<file path="src/rtl/vcb_pkg.sv">
package vcb_pkg;

   typedef enum logic [2:0] {
      CMP_EQ  = 3'd0,
      CMP_NE  = 3'd1,
      CMP_LT  = 3'd2,
      CMP_GE  = 3'd3,
      CMP_LTU = 3'd4,
      CMP_GEU = 3'd5
   } vcb_cmp_e;

   typedef enum logic [1:0] {
      ST_IDLE   = 2'd0,
      ST_RUN    = 2'd1,
      ST_DECIDE = 2'd2
   } vcb_state_e;

   typedef struct packed {
      logic       src_inv;
      logic       zeroing;
      logic       ffirst;
      logic       res_present;
      logic       res_inv;
      logic [2:0] op;
   } vcb_cfg_t;

endpackage

</file>
<file path="src/rtl/vcb_elem_cmp.sv">
module vcb_elem_cmp
   import vcb_pkg::*;
#(
   parameter int ELEM_W     = 32,
   parameter bit SHARED_SUB = 1'b1
) (
   input  logic [ELEM_W-1:0] a,
   input  logic [ELEM_W-1:0] b,
   input  logic [2:0]        op,
   output logic              pass
);

   localparam int MSB = ELEM_W - 1;

   generate
      if (ELEM_W < 2) begin : g_bad_width
         $error("vcb_elem_cmp: ELEM_W must be at least 2");
      end
   endgenerate

   logic eq;
   logic lt_s;
   logic lt_u;

   assign eq = (a == b);

   generate
      if (SHARED_SUB) begin : g_sub
         logic [ELEM_W:0] diff;
         assign diff = {1'b0, a} - {1'b0, b};
         assign lt_u = diff[ELEM_W];
         assign lt_s = (a[MSB] != b[MSB]) ? a[MSB] : lt_u;
      end else begin : g_direct
         assign lt_u = (a < b);
         assign lt_s = ($signed(a) < $signed(b));
      end
   endgenerate

   always_comb begin
      case (op)
         CMP_EQ:  pass = eq;
         CMP_NE:  pass = ~eq;
         CMP_LT:  pass = lt_s;
         CMP_GE:  pass = ~lt_s;
         CMP_LTU: pass = lt_u;
         CMP_GEU: pass = ~lt_u;
         default: pass = 1'b0;
      endcase
   end

endmodule

</file>
<file path="src/rtl/vcb_seq.sv">
module vcb_seq
   import vcb_pkg::*;
#(
   parameter int MAX_LEN = 64,
   parameter int LEN_W   = $clog2(MAX_LEN + 1),
   parameter int IDX_W   = $clog2(MAX_LEN)
) (
   input  logic             clk,
   input  logic             rst_n,
   input  logic             start,
   input  logic [LEN_W-1:0] len_in,
   input  logic             stop_req,
   output logic             load,
   output logic             proc,
   output logic             decide,
   output logic             busy,
   output logic [IDX_W-1:0] idx,
   output logic [LEN_W-1:0] len_lat,
   output logic [LEN_W-1:0] trunc_q
);

   localparam logic [LEN_W-1:0] LEN_CAP = LEN_W'(MAX_LEN);

   vcb_state_e       st_q;
   logic [LEN_W-1:0] len_clamped;
   logic             at_last;

   assign len_clamped = (len_in > LEN_CAP) ? LEN_CAP : len_in;
   assign load        = start && (st_q == ST_IDLE);
   assign proc        = (st_q == ST_RUN);
   assign decide      = (st_q == ST_DECIDE);
   assign busy        = (st_q != ST_IDLE);
   assign at_last     = (LEN_W'(idx) == (len_lat - 1'b1));

   always_ff @(posedge clk or negedge rst_n) begin
      if (!rst_n) begin
         st_q    <= ST_IDLE;
         idx     <= '0;
         len_lat <= '0;
         trunc_q <= '0;
      end else begin
         case (st_q)
            ST_IDLE: begin
               if (start) begin
                  len_lat <= len_clamped;
                  trunc_q <= len_clamped;
                  idx     <= '0;
                  st_q    <= (len_clamped == '0) ? ST_DECIDE : ST_RUN;
               end
            end
            ST_RUN: begin
               if (stop_req) begin
                  trunc_q <= LEN_W'(idx);
                  st_q    <= ST_DECIDE;
               end else if (at_last) begin
                  st_q    <= ST_DECIDE;
               end else begin
                  idx     <= idx + 1'b1;
               end
            end
            default: begin
               st_q <= ST_IDLE;
            end
         endcase
      end
   end

endmodule

</file>
<file path="src/rtl/vcb_mask_reg.sv">
module vcb_mask_reg #(
   parameter int MAX_LEN = 64,
   parameter int IDX_W   = $clog2(MAX_LEN)
) (
   input  logic               clk,
   input  logic               rst_n,
   input  logic               load,
   input  logic [MAX_LEN-1:0] init,
   input  logic               wr_en,
   input  logic [IDX_W-1:0]   wr_idx,
   input  logic               wr_val,
   output logic [MAX_LEN-1:0] q
);

   generate
      for (genvar i = 0; i < MAX_LEN; i++) begin : g_bit
         logic bit_q;
         logic hit;
         assign hit = wr_en && (wr_idx == IDX_W'(i));
         always_ff @(posedge clk or negedge rst_n) begin
            if (!rst_n) begin
               bit_q <= 1'b0;
            end else if (load) begin
               bit_q <= init[i];
            end else if (hit) begin
               bit_q <= wr_val;
            end
         end
         assign q[i] = bit_q;
      end
   endgenerate

endmodule

</file>
<file path="src/rtl/vcb_verdict.sv">
module vcb_verdict (
   input  logic clk,
   input  logic rst_n,
   input  logic clear,
   input  logic upd,
   input  logic pass_bit,
   input  logic decide,
   input  logic inv_eff,
   output logic taken
);

   logic any_q;
   logic allp_q;
   logic allf_q;

   always_ff @(posedge clk or negedge rst_n) begin
      if (!rst_n) begin
         any_q  <= 1'b0;
         allp_q <= 1'b1;
         allf_q <= 1'b1;
         taken  <= 1'b0;
      end else if (clear) begin
         any_q  <= 1'b0;
         allp_q <= 1'b1;
         allf_q <= 1'b1;
         taken  <= 1'b0;
      end else begin
         if (upd) begin
            any_q  <= 1'b1;
            allp_q <= allp_q & pass_bit;
            allf_q <= allf_q & ~pass_bit;
         end
         if (decide) begin
            taken <= any_q & (inv_eff ? allf_q : allp_q);
         end
      end
   end

endmodule

</file>
<file path="src/rtl/vcmp_branch_unit.sv">
module vcmp_branch_unit
   import vcb_pkg::*;
#(
   parameter int ELEM_W     = 32,
   parameter int MAX_LEN    = 64,
   parameter bit SHARED_SUB = 1'b1,
   localparam int LEN_W     = $clog2(MAX_LEN + 1),
   localparam int IDX_W     = $clog2(MAX_LEN)
) (
   input  logic               clk,
   input  logic               rst_n,
   input  logic               start,
   input  logic [LEN_W-1:0]   vec_len,
   input  logic [2:0]         cmp_op,
   input  logic [MAX_LEN-1:0] src_mask,
   input  logic               src_inv,
   input  logic               zeroing,
   input  logic               ffirst,
   input  logic               res_present,
   input  logic               res_inv,
   input  logic [MAX_LEN-1:0] res_init,
   output logic [IDX_W-1:0]   elem_idx,
   input  logic [ELEM_W-1:0]  elem_a,
   input  logic [ELEM_W-1:0]  elem_b,
   output logic [MAX_LEN-1:0] res_mask,
   output logic               branch_taken,
   output logic               done,
   output logic [LEN_W-1:0]   trunc_len,
   output logic               busy
);

   generate
      if (MAX_LEN < 2) begin : g_bad_len
         $error("vcmp_branch_unit: MAX_LEN must be at least 2");
      end
   endgenerate

   vcb_cfg_t           cfg_q;
   logic [MAX_LEN-1:0] src_mask_q;
   logic               load;
   logic               proc;
   logic               decide;
   logic [LEN_W-1:0]   len_lat;
   logic               active;
   logic               pass;
   logic               counted;
   logic               stop_req;
   logic               wr_en;
   logic               inv_eff;
   logic               done_q;

   always_ff @(posedge clk or negedge rst_n) begin
      if (!rst_n) begin
         cfg_q      <= '0;
         src_mask_q <= '0;
      end else if (load) begin
         cfg_q.src_inv     <= src_inv;
         cfg_q.zeroing     <= zeroing;
         cfg_q.ffirst      <= ffirst;
         cfg_q.res_present <= res_present;
         cfg_q.res_inv     <= res_inv;
         cfg_q.op          <= cmp_op;
         src_mask_q        <= src_mask;
      end
   end

   vcb_seq #(
      .MAX_LEN (MAX_LEN),
      .LEN_W   (LEN_W),
      .IDX_W   (IDX_W)
   ) u_seq (
      .clk      (clk),
      .rst_n    (rst_n),
      .start    (start),
      .len_in   (vec_len),
      .stop_req (stop_req),
      .load     (load),
      .proc     (proc),
      .decide   (decide),
      .busy     (busy),
      .idx      (elem_idx),
      .len_lat  (len_lat),
      .trunc_q  (trunc_len)
   );

   vcb_elem_cmp #(
      .ELEM_W     (ELEM_W),
      .SHARED_SUB (SHARED_SUB)
   ) u_cmp (
      .a    (elem_a),
      .b    (elem_b),
      .op   (cfg_q.op),
      .pass (pass)
   );

   assign active   = src_mask_q[elem_idx] ^ cfg_q.src_inv;
   assign counted  = proc && (active || cfg_q.zeroing);
   assign stop_req = proc && cfg_q.ffirst && active && !pass;
   assign wr_en    = counted && cfg_q.res_present;
   assign inv_eff  = cfg_q.res_present && cfg_q.res_inv;

   vcb_mask_reg #(
      .MAX_LEN (MAX_LEN),
      .IDX_W   (IDX_W)
   ) u_mask (
      .clk    (clk),
      .rst_n  (rst_n),
      .load   (load),
      .init   (res_init),
      .wr_en  (wr_en),
      .wr_idx (elem_idx),
      .wr_val (active && pass),
      .q      (res_mask)
   );

   vcb_verdict u_verdict (
      .clk      (clk),
      .rst_n    (rst_n),
      .clear    (load),
      .upd      (counted),
      .pass_bit (active && pass),
      .decide   (decide),
      .inv_eff  (inv_eff),
      .taken    (branch_taken)
   );

   always_ff @(posedge clk or negedge rst_n) begin
      if (!rst_n) begin
         done_q <= 1'b0;
      end else begin
         done_q <= decide;
      end
   end

   assign done = done_q;

endmodule

</file>
<file path="config.mk">
export PLATFORM = sky130hd
export DESIGN_NAME = vcmp_branch_unit
export DESIGN_NICKNAME = d
export VERILOG_FILES = /design/src/rtl/vcb_pkg.sv /design/src/rtl/vcb_elem_cmp.sv /design/src/rtl/vcb_seq.sv /design/src/rtl/vcb_mask_reg.sv /design/src/rtl/vcb_verdict.sv /design/src/rtl/vcmp_branch_unit.sv
export SDC_FILE = /design/constraint.sdc
export NUM_CORES = 1
export LEC_CHECK = 0
export ABC_AREA = 0
export BUFFER_PORTS_ARGS = -buffer_cell sky130_fd_sc_hd__buf_4
export CORE_MARGIN = 5
export CORE_UTILIZATION = 56
export CTS_CLUSTER_SIZE = 8
export DETAILED_ROUTE_END_ITERATION = 8
export PLACE_DENSITY = 0.87
export SKIP_LAST_GASP = 1
export SLEW_MARGIN = 5
export SYNTH_ARGS = -nofsm -noshare
export SYNTH_HDL_FRONTEND = slang
export SYNTH_SLANG_ARGS = --single-unit
</file>
<file path="constraint.sdc">
create_clock -name clk -period 7.92 [get_ports clk]
set_input_delay 0.792 -clock clk [delete_from_list [all_inputs] [get_ports clk]]
set_output_delay 0.792 -clock clk [all_outputs]
set_load 0.03 [all_outputs]
</file>
# ---- Word level (Yosys, flattened, before mapping)
# Index checks and enable logic that the tools add are counted.
dict set report totals {
  register_bits 163
  inputBits 210
  output_inout_bits 80
  wordCells 475
}
dict set report op_classes {
  add_sub_neg 3
  order_cmp 2
  eq_ne 78
  n_mux 154
  n_bitwise 8
  reduce_logical 150
}
# op n
set ops {}
lappend ops {{== test 6 bit (second input constant)} 32}
lappend ops {{two-way mux 1 bit} 139}
lappend ops {{nonzero test 2 bit} 68}
lappend ops {{== test 6 x 5 -> 1 bit (second input constant)} 16}
lappend ops {{logical AND 1 bit} 72}
lappend ops {{== test 6 x 4 -> 1 bit (second input constant)} 8}
lappend ops {{subtractor 32 x 32 -> 33 bit} 1}
lappend ops {{== test 32 bit} 1}
lappend ops {{== test 6 x 3 -> 1 bit (second input constant)} 4}
lappend ops {{two-way mux 7 bit} 3}
lappend ops {{two-way mux 6 bit} 3}
lappend ops {{case mux 7 bit (2 select lines)} 1}
lappend ops {{== test 6 x 2 -> 1 bit (second input constant)} 2}
lappend ops {{case mux 6 bit (2 select lines)} 1}
lappend ops {{two-way mux 2 bit} 4}
lappend ops {{== test 6 x 7 -> 1 bit} 1}
lappend ops {{> comparator 7 bit (second input constant)} 1}
lappend ops {{logical NOT 7 bit} 1}
lappend ops {{< comparator 6 x 7 -> 1 bit (second input constant)} 1}
lappend ops {{subtractor 7 x 1 -> 7 bit (second input constant)} 1}
lappend ops {{adder 6 x 1 -> 6 bit (second input constant)} 1}
lappend ops {{binary-select mux 1 bit (select 6 bit)} 1}
lappend ops {{== test 3 x 2 -> 1 bit (second input constant)} 2}
lappend ops {{== test 3 bit (second input constant)} 2}
lappend ops {{other kinds (21)} 29}

# ---- Depth between registers and ports, before layout
dict set report logic_depth {
  word_depth 9
  mapped_depth 13
  depth_no_buf 11
}

# ---- Hierarchy
# From an unflattened synthesis, not the netlist that was laid out.
dict set report hier_totals {
  cells_unflattened 968
  area_unflattened_um2 9835.7
}
# module instances cells_each area_per_inst_um2
set by_module_without_submodules {}
lappend by_module_without_submodules {vcb_mask_reg 1 462 4092.7}
lappend by_module_without_submodules {vcmp_branch_unit 1 222 3354.5}
lappend by_module_without_submodules {vcb_seq 1 143 1322.5}
lappend by_module_without_submodules {vcb_elem_cmp 1 127 898.4}
lappend by_module_without_submodules {vcb_verdict 1 14 167.7}

# ---- Least setup slack after synthesis
# OpenSTA, ideal clock, no wires.
dict set report synth_timing {
  path_kind {register -> register}
  start {register u_seq.idx[0]}
  end {register u_mask.g_bit[40].bit_q}
  setup_time_ns 0.126
  arrival_ns 3.524
  t_required_ns 7.794
  setup_slack_ns 4.270
  path_stages_with_launch 13
  period_less_slack_ns 3.650
  path_cell_list {dfrtp_1 > buf_6 > buf_6 > mux4_2 > mux4_2 > mux2i_1 > nand2_1 > o31ai_4 > xor2_4 > a211oi_1 > buf_2 > a21oi_1 > a221o_1}
}
dict set report synth_between {
  elab_chain_len 8
}
# item line_no
set synth_lines {}
lappend synth_lines {{start, declared} vcb_seq.sv:17} ;# output logic [IDX_W-1:0] idx,
lappend synth_lines {{start signal, assigned} vcb_seq.sv:58} ;# idx <= idx + 1'b1;
lappend synth_lines {{binary-select mux 1 bit (select 6 bit)} vcmp_branch_unit.sv:96} ;# assign active = src_mask_q[elem_idx] ^ cfg_q.src_inv;
lappend synth_lines {{two-way mux 1 bit (implied by the code)} vcmp_branch_unit.sv:96}
lappend synth_lines {{XOR 1 bit} vcmp_branch_unit.sv:96}
lappend synth_lines {{logical OR 1 bit} vcmp_branch_unit.sv:97} ;# assign counted = proc && (active || cfg_q.zeroing);
lappend synth_lines {{logical AND 1 bit} vcmp_branch_unit.sv:97}
lappend synth_lines {{logical AND 1 bit} vcmp_branch_unit.sv:99} ;# assign wr_en = counted && cfg_q.res_present;
lappend synth_lines {{logical AND 1 bit} vcb_mask_reg.sv:19} ;# assign hit = wr_en && (wr_idx == IDX_W'(i));
lappend synth_lines {{nonzero test 2 bit (no source line)} -}
lappend synth_lines {{end signal, assigned} vcb_mask_reg.sv:24} ;# bit_q <= init[i];
lappend synth_lines {{end signal, assigned} vcb_mask_reg.sv:26} ;# bit_q <= wr_val;
lappend synth_lines {{end, declared} vcb_mask_reg.sv:17} ;# logic bit_q;
# Several ways; a longest one is shown, not always the timed one. The select of a mux whose other input is x is not followed.
# A chain may end at the register's enable or synchronous reset.

# ---- Worst setup path in the final report
dict set report layout_timing {
  start {register u_seq.idx[0]}
  end {register u_mask.g_bit[34].bit_q}
}
dict set report layout_between {
  elab_chain_len 8
}
# item line_no
set layout_lines {}
lappend layout_lines {{binary-select mux 1 bit (select 6 bit)} vcmp_branch_unit.sv:96}
lappend layout_lines {{two-way mux 1 bit (implied by the code)} vcmp_branch_unit.sv:96}
lappend layout_lines {{XOR 1 bit} vcmp_branch_unit.sv:96}
lappend layout_lines {{logical OR 1 bit} vcmp_branch_unit.sv:97}
lappend layout_lines {{logical AND 1 bit} vcmp_branch_unit.sv:97}
lappend layout_lines {{logical AND 1 bit} vcmp_branch_unit.sv:99}
lappend layout_lines {{logical AND 1 bit} vcb_mask_reg.sv:19}
lappend layout_lines {{nonzero test 2 bit (no source line)} -}
lappend layout_lines {{end signal, assigned} vcb_mask_reg.sv:24}
lappend layout_lines {{end signal, assigned} vcb_mask_reg.sv:26}
lappend layout_lines {{end, declared} vcb_mask_reg.sv:17}
# Several ways; a longest one is shown, not always the timed one. The select of a mux whose other input is x is not followed.

==> flow_summary.rst <==
.. list-table::
   :header-rows: 1

   * - Metric
     - Value
   * - Min-delay worst type
     - input pin to async pin
   * - Die boundary height
     - 139 um
   * - Via count of the first global-routing pass
     - 8424
   * - Most common library cell in the layout ignoring fill and taps
     - sky130_fd_sc_hd__nand2_1
   * - Critical R2R Launch
     - u_seq.idx[0]
   * - Mean Syn Cell Area
     - 9.00 um2
   * - Post-place setup slack
     - 3720 ps
   * - Critical-path cell with the highest stage delay
     - sky130_fd_sc_hd__a211oi_2
   * - Buffers from clock root to sink, at most
     - 2
   * - Core footprint
     - 16500 um2
   * - Total stage count of the critical path
     - 9
   * - Final count of negative-setup-slack endpoints
     - 0
   * - Clock H-tree levels
     - 4
   * - Count of cells along the worst register-to-register path
     - 9
   * - Clock-pin transition on the worst setup and hold timing paths
     - 70 ps
   * - Routed WL per cell
     - 19.3 um
   * - Count of TritonRoute iterations in the first routing pass
     - 5
   * - Share of layout cells above drive strength 1
     - 0.290
   * - Required time of the worst setup path
     - 8230 ps
   * - Most used cell along the critical path
     - sky130_fd_sc_hd__mux4_2
   * - Commonest cells after routing, fill and taps aside
     - sky130_fd_sc_hd__nand2_1 (318), sky130_fd_sc_hd__buf_4 (294), sky130_fd_sc_hd__dfrtp_1 (160)
   * - Antenna Cells
     - 0
   * - Net count after synthesis
     - 1290
   * - DRC errors left
     - 0
   * - First-pass GRT wire length
     - 44300 um
   * - Final cycle utilization of the critical path
     - 0.535
   * - Worst Setup End Kind
     - flop
   * - CP bufs+invs
     - 0
   * - Highest cell delay on the worst timing path
     - 990 ps
   * - Average via count per standard cell
     - 5.86
   * - Total number of vias
     - 8543
   * - Flop and latch count out of synthesis
     - 163
   * - Number of design-rule violations left by the first detailed-router iteration
     - 791
   * - Actual transition at the worst max-transition pin
     - 1270 ps
   * - CTS Buf Count
     - 17
   * - Highest achievable clock rate
     - 236 MHz
   * - Distinct cell type count after synthesis
     - 60
   * - Io pins
     - 290
   * - Overall routing resource usage
     - 0.282
   * - Std cell rows
     - 47
   * - Antenna-violating nets left
     - 0
   * - Final Instance Count excl. Fillers
     - 1457
   * - Critical Path AT
     - 4550 ps
   * - Type of the setup path with the least slack
     - flop to flop
   * - Final weighted congestion in routability-driven placement
     - 0.871
   * - Reg-to-reg setup timing slack
     - 3680 ps
   * - Number of max-cap violations
     - 0
   * - Pwr Density
     - 393 nW/um2
   * - Worst-case setup margin in the final layout
     - 3680 ps
   * - RSZ-0062 raised after global routing
     - false
   * - Final Hold Violating Endpoints
     - 0
   * - Antenna violations before repair
     - 0
   * - Worst flop-to-flop path endpoint
     - u_mask.g_bit[34].bit_q
   * - Clock period minus worst slack
     - 4240 ps
   * - Post-place instance area
     - 11100 um2
   * - Proportion of register bits with asynchronous set or reset after synthesis
     - 1.00
   * - Synthesized cell area
     - 9390 um2
   * - Leakage component of the power
     - 6.01 nW
   * - Nature of the critical path startpoint
     - flop
   * - Global route overflow
     - 0
   * - Share of the core filled with cells
     - 0.711
   * - Buffer type at the clock tree root
     - sky130_fd_sc_hd__clkbuf_16
   * - CTS tree
     - yes
   * - Number of placed instances, taps included
     - 1425
   * - Width of the chip
     - 139 um
   * - Part of the Yosys area used for sequential elements
     - 0.435
   * - Pin count of the biggest net entering global routing
     - 96
   * - Net count of the finished layout
     - 1471
   * - Post-route setup TNS
     - 0 ps
   * - I/O Buffers
     - 289
   * - Effective utilization at floorplan
     - 0.568
   * - Maximum fanout count along the critical path
     - 29
   * - Count of warnings emitted by yosys
     - 0
   * - Die area
     - 19500 um2
   * - Layout fillers
     - 1245
   * - Sequence of cells on the critical path
     - mux4_2, mux4_2, mux2i_1, nand2_1, o31ai_4, xor2_4, a211oi_2, a21oi_1, a221o_1
   * - Largest delay share family, worst path
     - compound AO/OA/AOI/OAI gates
   * - Cell area after layout
     - 11800 um2
   * - Result of the run
     - completed
   * - CTS Sinks
     - 163
   * - Final HPWL DP
     - 20100 um
   * - Number of instances resized during post-cts repair
     - 0
   * - Clock latency reported for the late side of the worst-skew pair
     - 430 ps
   * - WL final
     - 28100 um
   * - Count of flip-flops with a built-in enable after synthesis
     - 0
   * - Tightest slew margin relative to the limit
     - 0.152
   * - Most common flop cell mapped by yosys
     - sky130_fd_sc_hd__dfrtp_1
   * - Number of post-CTS setup repair buffers
     - 0
   * - Syn-to-layout area delta
     - 25.2%
   * - Final Max Slew Viols
     - 0
   * - Layout Skew
     - 9.71 ps
   * - Number of standard cells after synthesis
     - 1043
   * - Post-CTS Hold Fix Bufs
     - 0
   * - Maximum ir drop on the vdd rail
     - 0.000201 V
-- per-stage QoR --
stage,total power [mW],hold WS [ps]
global placement,3.62,455
floorplan,3.20,437
CTS,4.60,478
detailed placement,3.71,463
finish,4.61,449
global route,4.89,500
-- final cells by class --
cell class              instances  area [um2]  share of cell area
inverters                      40         150              0.0128
repair buffers                295        2220               0.189
well taps                     220         275              0.0234
flip-flops and latches        163        4080               0.347
clock buffers                  21         440              0.0375
clock inverters                11         175              0.0149
multi-input cells             707        4410               0.375
-- synthesized netlist by cell type (11+ instances only) --
cell type	instances	area share
sky130_fd_sc_hd__buf_1	14	0.0056
sky130_fd_sc_hd__inv_1	40	0.016
sky130_fd_sc_hd__mux2i_1	16	0.017
sky130_fd_sc_hd__buf_4	65	0.052
sky130_fd_sc_hd__nand2_1	319	0.13
sky130_fd_sc_hd__a221o_1	66	0.070
sky130_fd_sc_hd__o21ai_0	24	0.013
sky130_fd_sc_hd__ha_1	37	0.049
sky130_fd_sc_hd__clkbuf_1	43	0.017
sky130_fd_sc_hd__a21oi_1	85	0.045
sky130_fd_sc_hd__nor2b_1	11	0.0073
sky130_fd_sc_hd__mux4_2	12	0.029
sky130_fd_sc_hd__dfrtp_1	161	0.43
sky130_fd_sc_hd__nor2_1	14	0.0056
-- how the worst max path moves through the flow --
stage                 startpoint                     end  slack, ps
finish              u_seq.idx[0]  u_mask.g_bit[34].bit_q       3680
global route        u_seq.idx[0]  u_mask.g_bit[42].bit_q       3460
CTS                 u_seq.idx[0]  u_mask.g_bit[10].bit_q       3690
detailed placement  u_seq.idx[0]  u_mask.g_bit[34].bit_q       3720
global placement    u_seq.idx[0]  u_mask.g_bit[39].bit_q       3840
floorplan           u_seq.idx[0]  u_mask.g_bit[40].bit_q       4270
-- kinds of logic after synthesis --
kind of cell	after synthesis	share of synthesized area
compound gates	209	0.162
xor+xnor	7	0.00853
flops	163	0.435
simple gates	418	0.192
mux	35	0.0542
fa+ha+maj	38	0.0504
buf+inv	173	0.0986
-- flip-flops by register name (all words and copies together) (netlist names) --
name and flops:
u_seq.idx 6, u_verdict.allf_q 1, u_mask.g_bit.bit_q 64, u_verdict.taken 1, u_seq.len_lat 7, u_verdict.allp_q 1
u_seq.trunc_q 7, done 1, cfg_q 8, src_mask_q 64, u_verdict.any_q 1, u_seq.st_q 2
-- per-layer routing --
layer	global-route usage	routed length, um	vias up
met4	0.0850	763	0
li1	-	-	3901
met3	0.0642	2690	60
met2	0.466	13700	481
met1	0.374	10900	4101
met5	0	0	-
-- power by group --
part / leakage (nW) / switching (mW) / internal (mW) / total (mW)
clock: 0.293 / 0.341 / 0.531 / 0.872
combinational: 3.68 / 1.29 / 0.909 / 2.20
sequential: 2.03 / 0.316 / 1.22 / 1.54
total: 6.01 / 1.95 / 2.66 / 4.61
-- worst register-to-register path: stages, from the launching register on --
cell and delay, ps:
sky130_fd_sc_hd__dfrtp_2 900, sky130_fd_sc_hd__mux4_2 610, sky130_fd_sc_hd__mux4_2 470, sky130_fd_sc_hd__mux2i_1 200, sky130_fd_sc_hd__nand2_1 120, sky130_fd_sc_hd__o31ai_4 150
sky130_fd_sc_hd__xor2_4 190, sky130_fd_sc_hd__a211oi_2 990, sky130_fd_sc_hd__a21oi_1 190, sky130_fd_sc_hd__a221o_1 300
Power figures use the tool's default switching activity.
